**config.mk**
```make
export PLATFORM = sky130hd
export DESIGN_NAME = pwm_dac_bank
export DESIGN_NICKNAME = d
export VERILOG_FILES = /design/src/rtl/pwm_dac_pkg.sv /design/src/rtl/pwm_ctl.sv /design/src/rtl/pwm_dp.sv /design/src/rtl/pwm_dac_bank.sv
export SDC_FILE = /design/constraint.sdc
export NUM_CORES = 1
export LEC_CHECK = 0
export ABC_AREA = 1
export BUFFER_PORTS_ARGS = -buffer_cell sky130_fd_sc_hd__buf_2
export CAP_MARGIN = 20
export CORE_MARGIN = 3
export CORE_UTILIZATION = 50
export CTS_CLUSTER_SIZE = 40
export DETAILED_ROUTE_END_ITERATION = 7
export PLACE_DENSITY = 0.77
export SYNTH_ARGS = -nofsm -noshare
export SYNTH_HDL_FRONTEND = slang
export SYNTH_SLANG_ARGS = --single-unit
```
**constraint.sdc**
```tcl
create_clock -name clk -period 3.6 [get_ports clk]
set_clock_uncertainty 0.05 [all_clocks]
set_input_delay 0.9 -clock clk [delete_from_list [all_inputs] [get_ports clk]]
set_output_delay 0.9 -clock clk [all_outputs]
set_load 0.02 [all_outputs]
```
**src/rtl/pwm_dac_pkg.sv**
```systemverilog
package pwm_dac_pkg;
  localparam int NUM_CH = 8;
  localparam int DATA_W = 8;

  typedef struct packed {
    logic              tick;
    logic              periodHi;
    logic              periodLo;
    logic [NUM_CH-1:0] wrLatch;
    logic              wrPol;
    logic              wrEnable;
  } ctlStrobes_t;
endpackage

```
**src/rtl/pwm_ctl.sv**
```systemverilog
module pwm_ctl
  import pwm_dac_pkg::*;
#(
  parameter int ADDR_W     = 5,
  parameter int PRESCALE   = 3,
  parameter int HI_BITS    = 7,
  parameter int LO_BITS    = 6,
  parameter int LATCH_BASE = 10,
  parameter int POL_ADDR   = 20,
  parameter int EN_ADDR    = 21
) (
  input  logic               clk,
  input  logic               rst_n,
  input  logic               wrEn,
  input  logic [ADDR_W-1:0]  wrAddr,
  output ctlStrobes_t        strobe,
  output logic [HI_BITS-1:0] cnt
);
  localparam int PRE_W = $clog2(PRESCALE);
  localparam logic [PRE_W-1:0] PRE_LAST = PRE_W'(PRESCALE - 1);

  logic [PRE_W-1:0] preCnt;
  logic             tick;

  assign tick = (preCnt == PRE_LAST);

  always_ff @(posedge clk) begin
    if (!rst_n) begin
      preCnt <= '0;
      cnt    <= '0;
    end else begin
      preCnt <= tick ? '0 : preCnt + 1'b1;
      if (tick) cnt <= cnt + 1'b1;
    end
  end

  always_comb begin
    strobe.tick     = tick;
    strobe.periodHi = tick && (cnt == '1);
    strobe.periodLo = tick && (cnt[LO_BITS-1:0] == '1);
    strobe.wrPol    = wrEn && (wrAddr == ADDR_W'(POL_ADDR));
    strobe.wrEnable = wrEn && (wrAddr == ADDR_W'(EN_ADDR));
    for (int i = 0; i < NUM_CH; i++)
      strobe.wrLatch[i] = wrEn && (wrAddr == ADDR_W'(LATCH_BASE + i));
  end
endmodule

```
**src/rtl/pwm_dp.sv**
```systemverilog
module pwm_dp
  import pwm_dac_pkg::*;
#(
  parameter int NUM_HI  = 4,
  parameter int HI_BITS = 7,
  parameter int LO_BITS = 6
) (
  input  logic               clk,
  input  logic               rst_n,
  input  ctlStrobes_t        strobe,
  input  logic [DATA_W-1:0]  wrData,
  input  logic [HI_BITS-1:0] cnt,
  input  logic [NUM_CH-1:0]  gpioOut,
  input  logic [NUM_CH-1:0]  gpioOe,
  output logic [NUM_CH-1:0]  padOut,
  output logic [NUM_CH-1:0]  padOe,
  output logic [NUM_CH-1:0]  enBits,
  output logic [1:0]         polBits,
  output logic [NUM_CH-1:0]  zeroActive
);
  localparam int PAD_BITS = HI_BITS - LO_BITS;

  logic [HI_BITS-1:0] shadow [NUM_CH];
  logic [HI_BITS-1:0] active [NUM_CH];
  logic [NUM_CH-1:0]  pwmLvl;

  always_ff @(posedge clk) begin
    if (!rst_n) begin
      enBits  <= '0;
      polBits <= '0;
    end else begin
      if (strobe.wrEnable) enBits  <= wrData[NUM_CH-1:0];
      if (strobe.wrPol)    polBits <= wrData[1:0];
    end
  end

  for (genvar i = 0; i < NUM_CH; i++) begin : g_ch
    logic reload, raw, pol;
    logic [HI_BITS-1:0] wrVal;

    if (i < NUM_HI) begin : g_hi
      assign reload = strobe.periodHi;
      assign wrVal  = wrData[HI_BITS-1:0];
      assign raw    = cnt < active[i];
      assign pol    = polBits[0];
    end else begin : g_lo
      assign reload = strobe.periodLo;
      assign wrVal  = {{PAD_BITS{1'b0}}, wrData[LO_BITS-1:0]};
      assign raw    = cnt[LO_BITS-1:0] < active[i][LO_BITS-1:0];
      assign pol    = polBits[1];
    end

    always_ff @(posedge clk) begin
      if (!rst_n) begin
        shadow[i] <= '0;
        active[i] <= '0;
      end else begin
        if (strobe.wrLatch[i]) shadow[i] <= wrVal;
        if (reload)            active[i] <= shadow[i];
      end
    end

    assign pwmLvl[i]     = raw ^ pol;
    assign zeroActive[i] = (active[i] == '0);
    assign padOut[i]     = enBits[i] ? pwmLvl[i] : gpioOut[i];
    assign padOe[i]      = enBits[i] ? 1'b1 : gpioOe[i];
  end
endmodule

```
**src/rtl/pwm_dac_bank.sv**
```systemverilog
module pwm_dac_bank
  import pwm_dac_pkg::*;
#(
  parameter int ADDR_W     = 5,
  parameter int NUM_HI     = 4,
  parameter int HI_BITS    = 7,
  parameter int LO_BITS    = 6,
  parameter int PRESCALE   = 3,
  parameter int LATCH_BASE = 10,
  parameter int POL_ADDR   = 20,
  parameter int EN_ADDR    = 21
) (
  input  logic              clk,
  input  logic              rst_n,
  input  logic              wrEn,
  input  logic [ADDR_W-1:0] wrAddr,
  input  logic [DATA_W-1:0] wrData,
  input  logic [NUM_CH-1:0] gpioOut,
  input  logic [NUM_CH-1:0] gpioOe,
  input  logic [NUM_CH-1:0] padIn,
  output logic [NUM_CH-1:0] padOut,
  output logic [NUM_CH-1:0] padOe,
  output logic [NUM_CH-1:0] gpioIn
);
  ctlStrobes_t        strobe;
  logic [HI_BITS-1:0] cnt;
  logic [NUM_CH-1:0]  enBits;
  logic [1:0]         polBits;
  logic [NUM_CH-1:0]  zeroActive;

  pwm_ctl #(
    .ADDR_W(ADDR_W), .PRESCALE(PRESCALE), .HI_BITS(HI_BITS), .LO_BITS(LO_BITS),
    .LATCH_BASE(LATCH_BASE), .POL_ADDR(POL_ADDR), .EN_ADDR(EN_ADDR)
  ) u_ctl (
    .clk(clk), .rst_n(rst_n), .wrEn(wrEn), .wrAddr(wrAddr),
    .strobe(strobe), .cnt(cnt)
  );

  pwm_dp #(.NUM_HI(NUM_HI), .HI_BITS(HI_BITS), .LO_BITS(LO_BITS)) u_dp (
    .clk(clk), .rst_n(rst_n), .strobe(strobe), .wrData(wrData), .cnt(cnt),
    .gpioOut(gpioOut), .gpioOe(gpioOe), .padOut(padOut), .padOe(padOe),
    .enBits(enBits), .polBits(polBits), .zeroActive(zeroActive)
  );

  assign gpioIn = padIn;
endmodule

```
==> results by group <==
Run status
  • Outcome: finished clean

Global routing
  • Number of global-route vias before repair: 4379
  • GRT Util Overall: 19.0%
  • Total gr overflow: 0
  • First-pass GRT wire length: 21.0 mm
  • Pin count of the biggest net entering global routing: 37
  • Initial antenna violation count: 0

Timing
  • Crit share post-route: 87.2%
  • Setup Viol. Count Final: 0
  • Setup TNS Final: 0 ns
  • RSZ-0062 raised after global routing: no
  • Slew headroom: 51.8%
  • Endpoints failing hold: 0
  • Max Slew Vio Count: 0
  • Fin crit period: 3.14 ns
  • Fmax: 319 MHz
  • Slew at the pin closest to its max-slew limit: 0.722 ns

Detailed routing
  • ANT nets after route: 0
  • Post-Route M1 WL: 5.68 mm
  • DR vias/cell: 4.75
  • DR WL met3: 881 um
  • WL met2: 6.06 mm
  • Top Metal Used: met4
  • Drt pass-1 iters: 7
  • # DRC: 0
  • Initial DRC Count: 367
  • Routed WL: 12.9 mm
  • Avg WL per Cell: 13.9 um
  • Vias post-DR: 4399

Critical path
  • Crit path DAT: 2.19 ns
  • Worst path max stage delay: 0.70 ns
  • CP Cell Sequence: ha_1 > a21oi_1 > nand2_1 > nand2_1 > nand2_1 > nand2_1 > nand3_1 > nand2_1 > buf_2
  • CP delay by family, top: flip-flops
  • Reg2reg setup slack: 1.19 ns
  • WP data required: 2.65 ns
  • Setup CP Type: reg -> out
  • Worst path slowest cell: dfxtp_1
  • Bufs and invs on worst path: 1
  • Crit-path most repeated cell: nand2_1
  • CP startpoint kind: flop
  • Crit end category: primary output
  • CP max FO: 11

Clock tree
  • Clock buffer depth: 2
  • H-tree depth: 4
  • TritonCTS clock tree: done
  • CTS sink count: 123
  • Worst-Skew Late Latency: 0.42 ns
  • # resized after CTS: 0
  • Clock transition at path regs: 0.06 ns
  • Setup Fix Bufs, Post-CTS: 0
  • CTS buffer count: 17
  • CTS hold repair buffers: 0
  • Clk root buf: clkbuf_16

Power and ir drop
  • Pleak: 3.55 nW
  • Sequential share of power: 44.8%
  • Comb pwr share: 6.8%
  • PD cells: 505 nW/um^2
  • Clock power frac: 48.4%
  • Int Pwr: 2.85 mW
  • Sw frac: 22.5%
  • Max IR drop VDD: 0.000393 V
  • Net Switching: 0.829 mW

Final layout
  • Cell area after layout: 7290 um^2
  • Final Util: 59.7%
  • Layout cells sized above 1: 15.2%
  • Commonest non-fill, non-tap cell in the layout: inv_1
  • Fillers: 979
  • Layout area overhead: 15.2%
  • Fin cells: 927
  • Most frequent cells in the layout: 156 x inv_1, 141 x nand2_1, 107 x nor2_1
  • Layout Nets: 832
  • Inserted Diodes: 0

Floorplanning
  • Die Area: 14000 um^2
  • Io pins: 64
  • Core area: 12200 um^2
  • Chip height: 119 um
  • Die Wd: 119 um
  • Row count: 40
  • Starting density of the core: 51.8%

Logic synthesis
  • Synth cell types: 23
  • Cell Area, Synth: 6330 um^2
  • Synthesis Warnings: 0
  • Mapped Avg Cell Area: 9.09 um^2
  • Top_reg_cell synth: edfxtp_1
  • Post-synth EDFFs: 104
  • Post-Syn Instances: 696
  • Synthesized Nets: 782
  • FF+latch count, synth: 123
  • Ys async rst share: 0%
  • Seq/Total Area, Yosys: 55.4%

Min path
  • Worst min path class: reg -> reg

Job
  • Max-cap violations: 0

Placement
  • Final GP Congestion: 0.910
  • Placed inst area: 6670 um^2
  • Placed Cells: 895
  • Port Buf Inserts: 47
  • Post-detail-place hpwl: 9.11 mm
## layer usage
layer / vias to the layer above / track usage, %
met1: 1974 / 24.4
met4: 0 / 8.98
met3: 29 / 5.12
met5: - / 0
li1: 2258 / -
met2: 138 / 30.2
## synth_stat cells, types with 3 or more instances
| master | n | area [um^2] |
|---|---|---|
| a21oi_1 | 26 | 130 |
| buf_2 | 4 | 20.0 |
| buf_4 | 9 | 67.6 |
| clkbuf_1 | 3 | 11.3 |
| dfxtp_1 | 19 | 380 |
| edfxtp_1 | 104 | 3120 |
| ha_1 | 46 | 576 |
| inv_1 | 156 | 586 |
| nand2_1 | 141 | 529 |
| nand3_1 | 26 | 130 |
| nor2_1 | 107 | 402 |
| nor2_2 | 20 | 125 |
| o21ai_0 | 13 | 65.1 |
| or2_2 | 8 | 50.1 |
## per-stage QoR
stage	setup WS (ns)	hold WS (ns)	power [mW]
after detailed placement	0.905	0.365	1.92
after global placement	0.969	0.357	1.91
final	0.462	0.366	3.68
after global routing	0.280	0.405	3.81
after floorplan	0.330	0.347	1.84
after CTS	0.454	0.373	3.70
## cell type report
type	count	area [um^2]	area share, %
Multi-Input combinational cell	399	2120	29.1
Inverter	156	586	8.03
Timing Repair Buffer	49	250	3.43
Sequential cell	123	3500	48.0
Clock inverter	15	195	2.68
Tap cell	168	210	2.88
Clock buffer	17	425	5.83
## path summary, 6_finish.rpt
check,startpoint,endpoint,cells past startpoint
max,u_ctl.cnt[2],padOut[2],9
max reg2reg,u_ctl.cnt[1],u_dp.active[0][10],8
min,u_ctl.preCnt[0],u_ctl.preCnt[0],1
min reg2reg,u_ctl.preCnt[0],u_ctl.preCnt[0],1
## power by group through the flow
| stage | Clock (mW) | Sequential, mW | Combinational, mW |
|---|---|---|---|
| after floorplan | 0 | 1.66 | 0.180 |
| after global placement | 0 | 1.67 | 0.236 |
| after detailed placement | 0 | 1.68 | 0.245 |
| after CTS | 1.80 | 1.65 | 0.250 |
| after global routing | 1.87 | 1.66 | 0.284 |
| final | 1.78 | 1.65 | 0.250 |
## registers in the layout, indices dropped and copies added (netlist names)
| register | count |
|---|---|
| u_ctl.cnt | 7 |
| u_ctl.preCnt | 2 |
| u_dp.active | 52 |
| u_dp.enBits | 8 |
| u_dp.polBits | 2 |
| u_dp.shadow | 52 |
## cells by family after synthesis
kind of cell | share of synthesized area [%]
adders and majority gates | 9.09
and+or+nand+nor | 21.2
AOI/OAI and AO/OA | 3.20
buffers and inverters | 11.2
DFF | 55.4
Note: power is estimated with default switching activity, not from simulation.
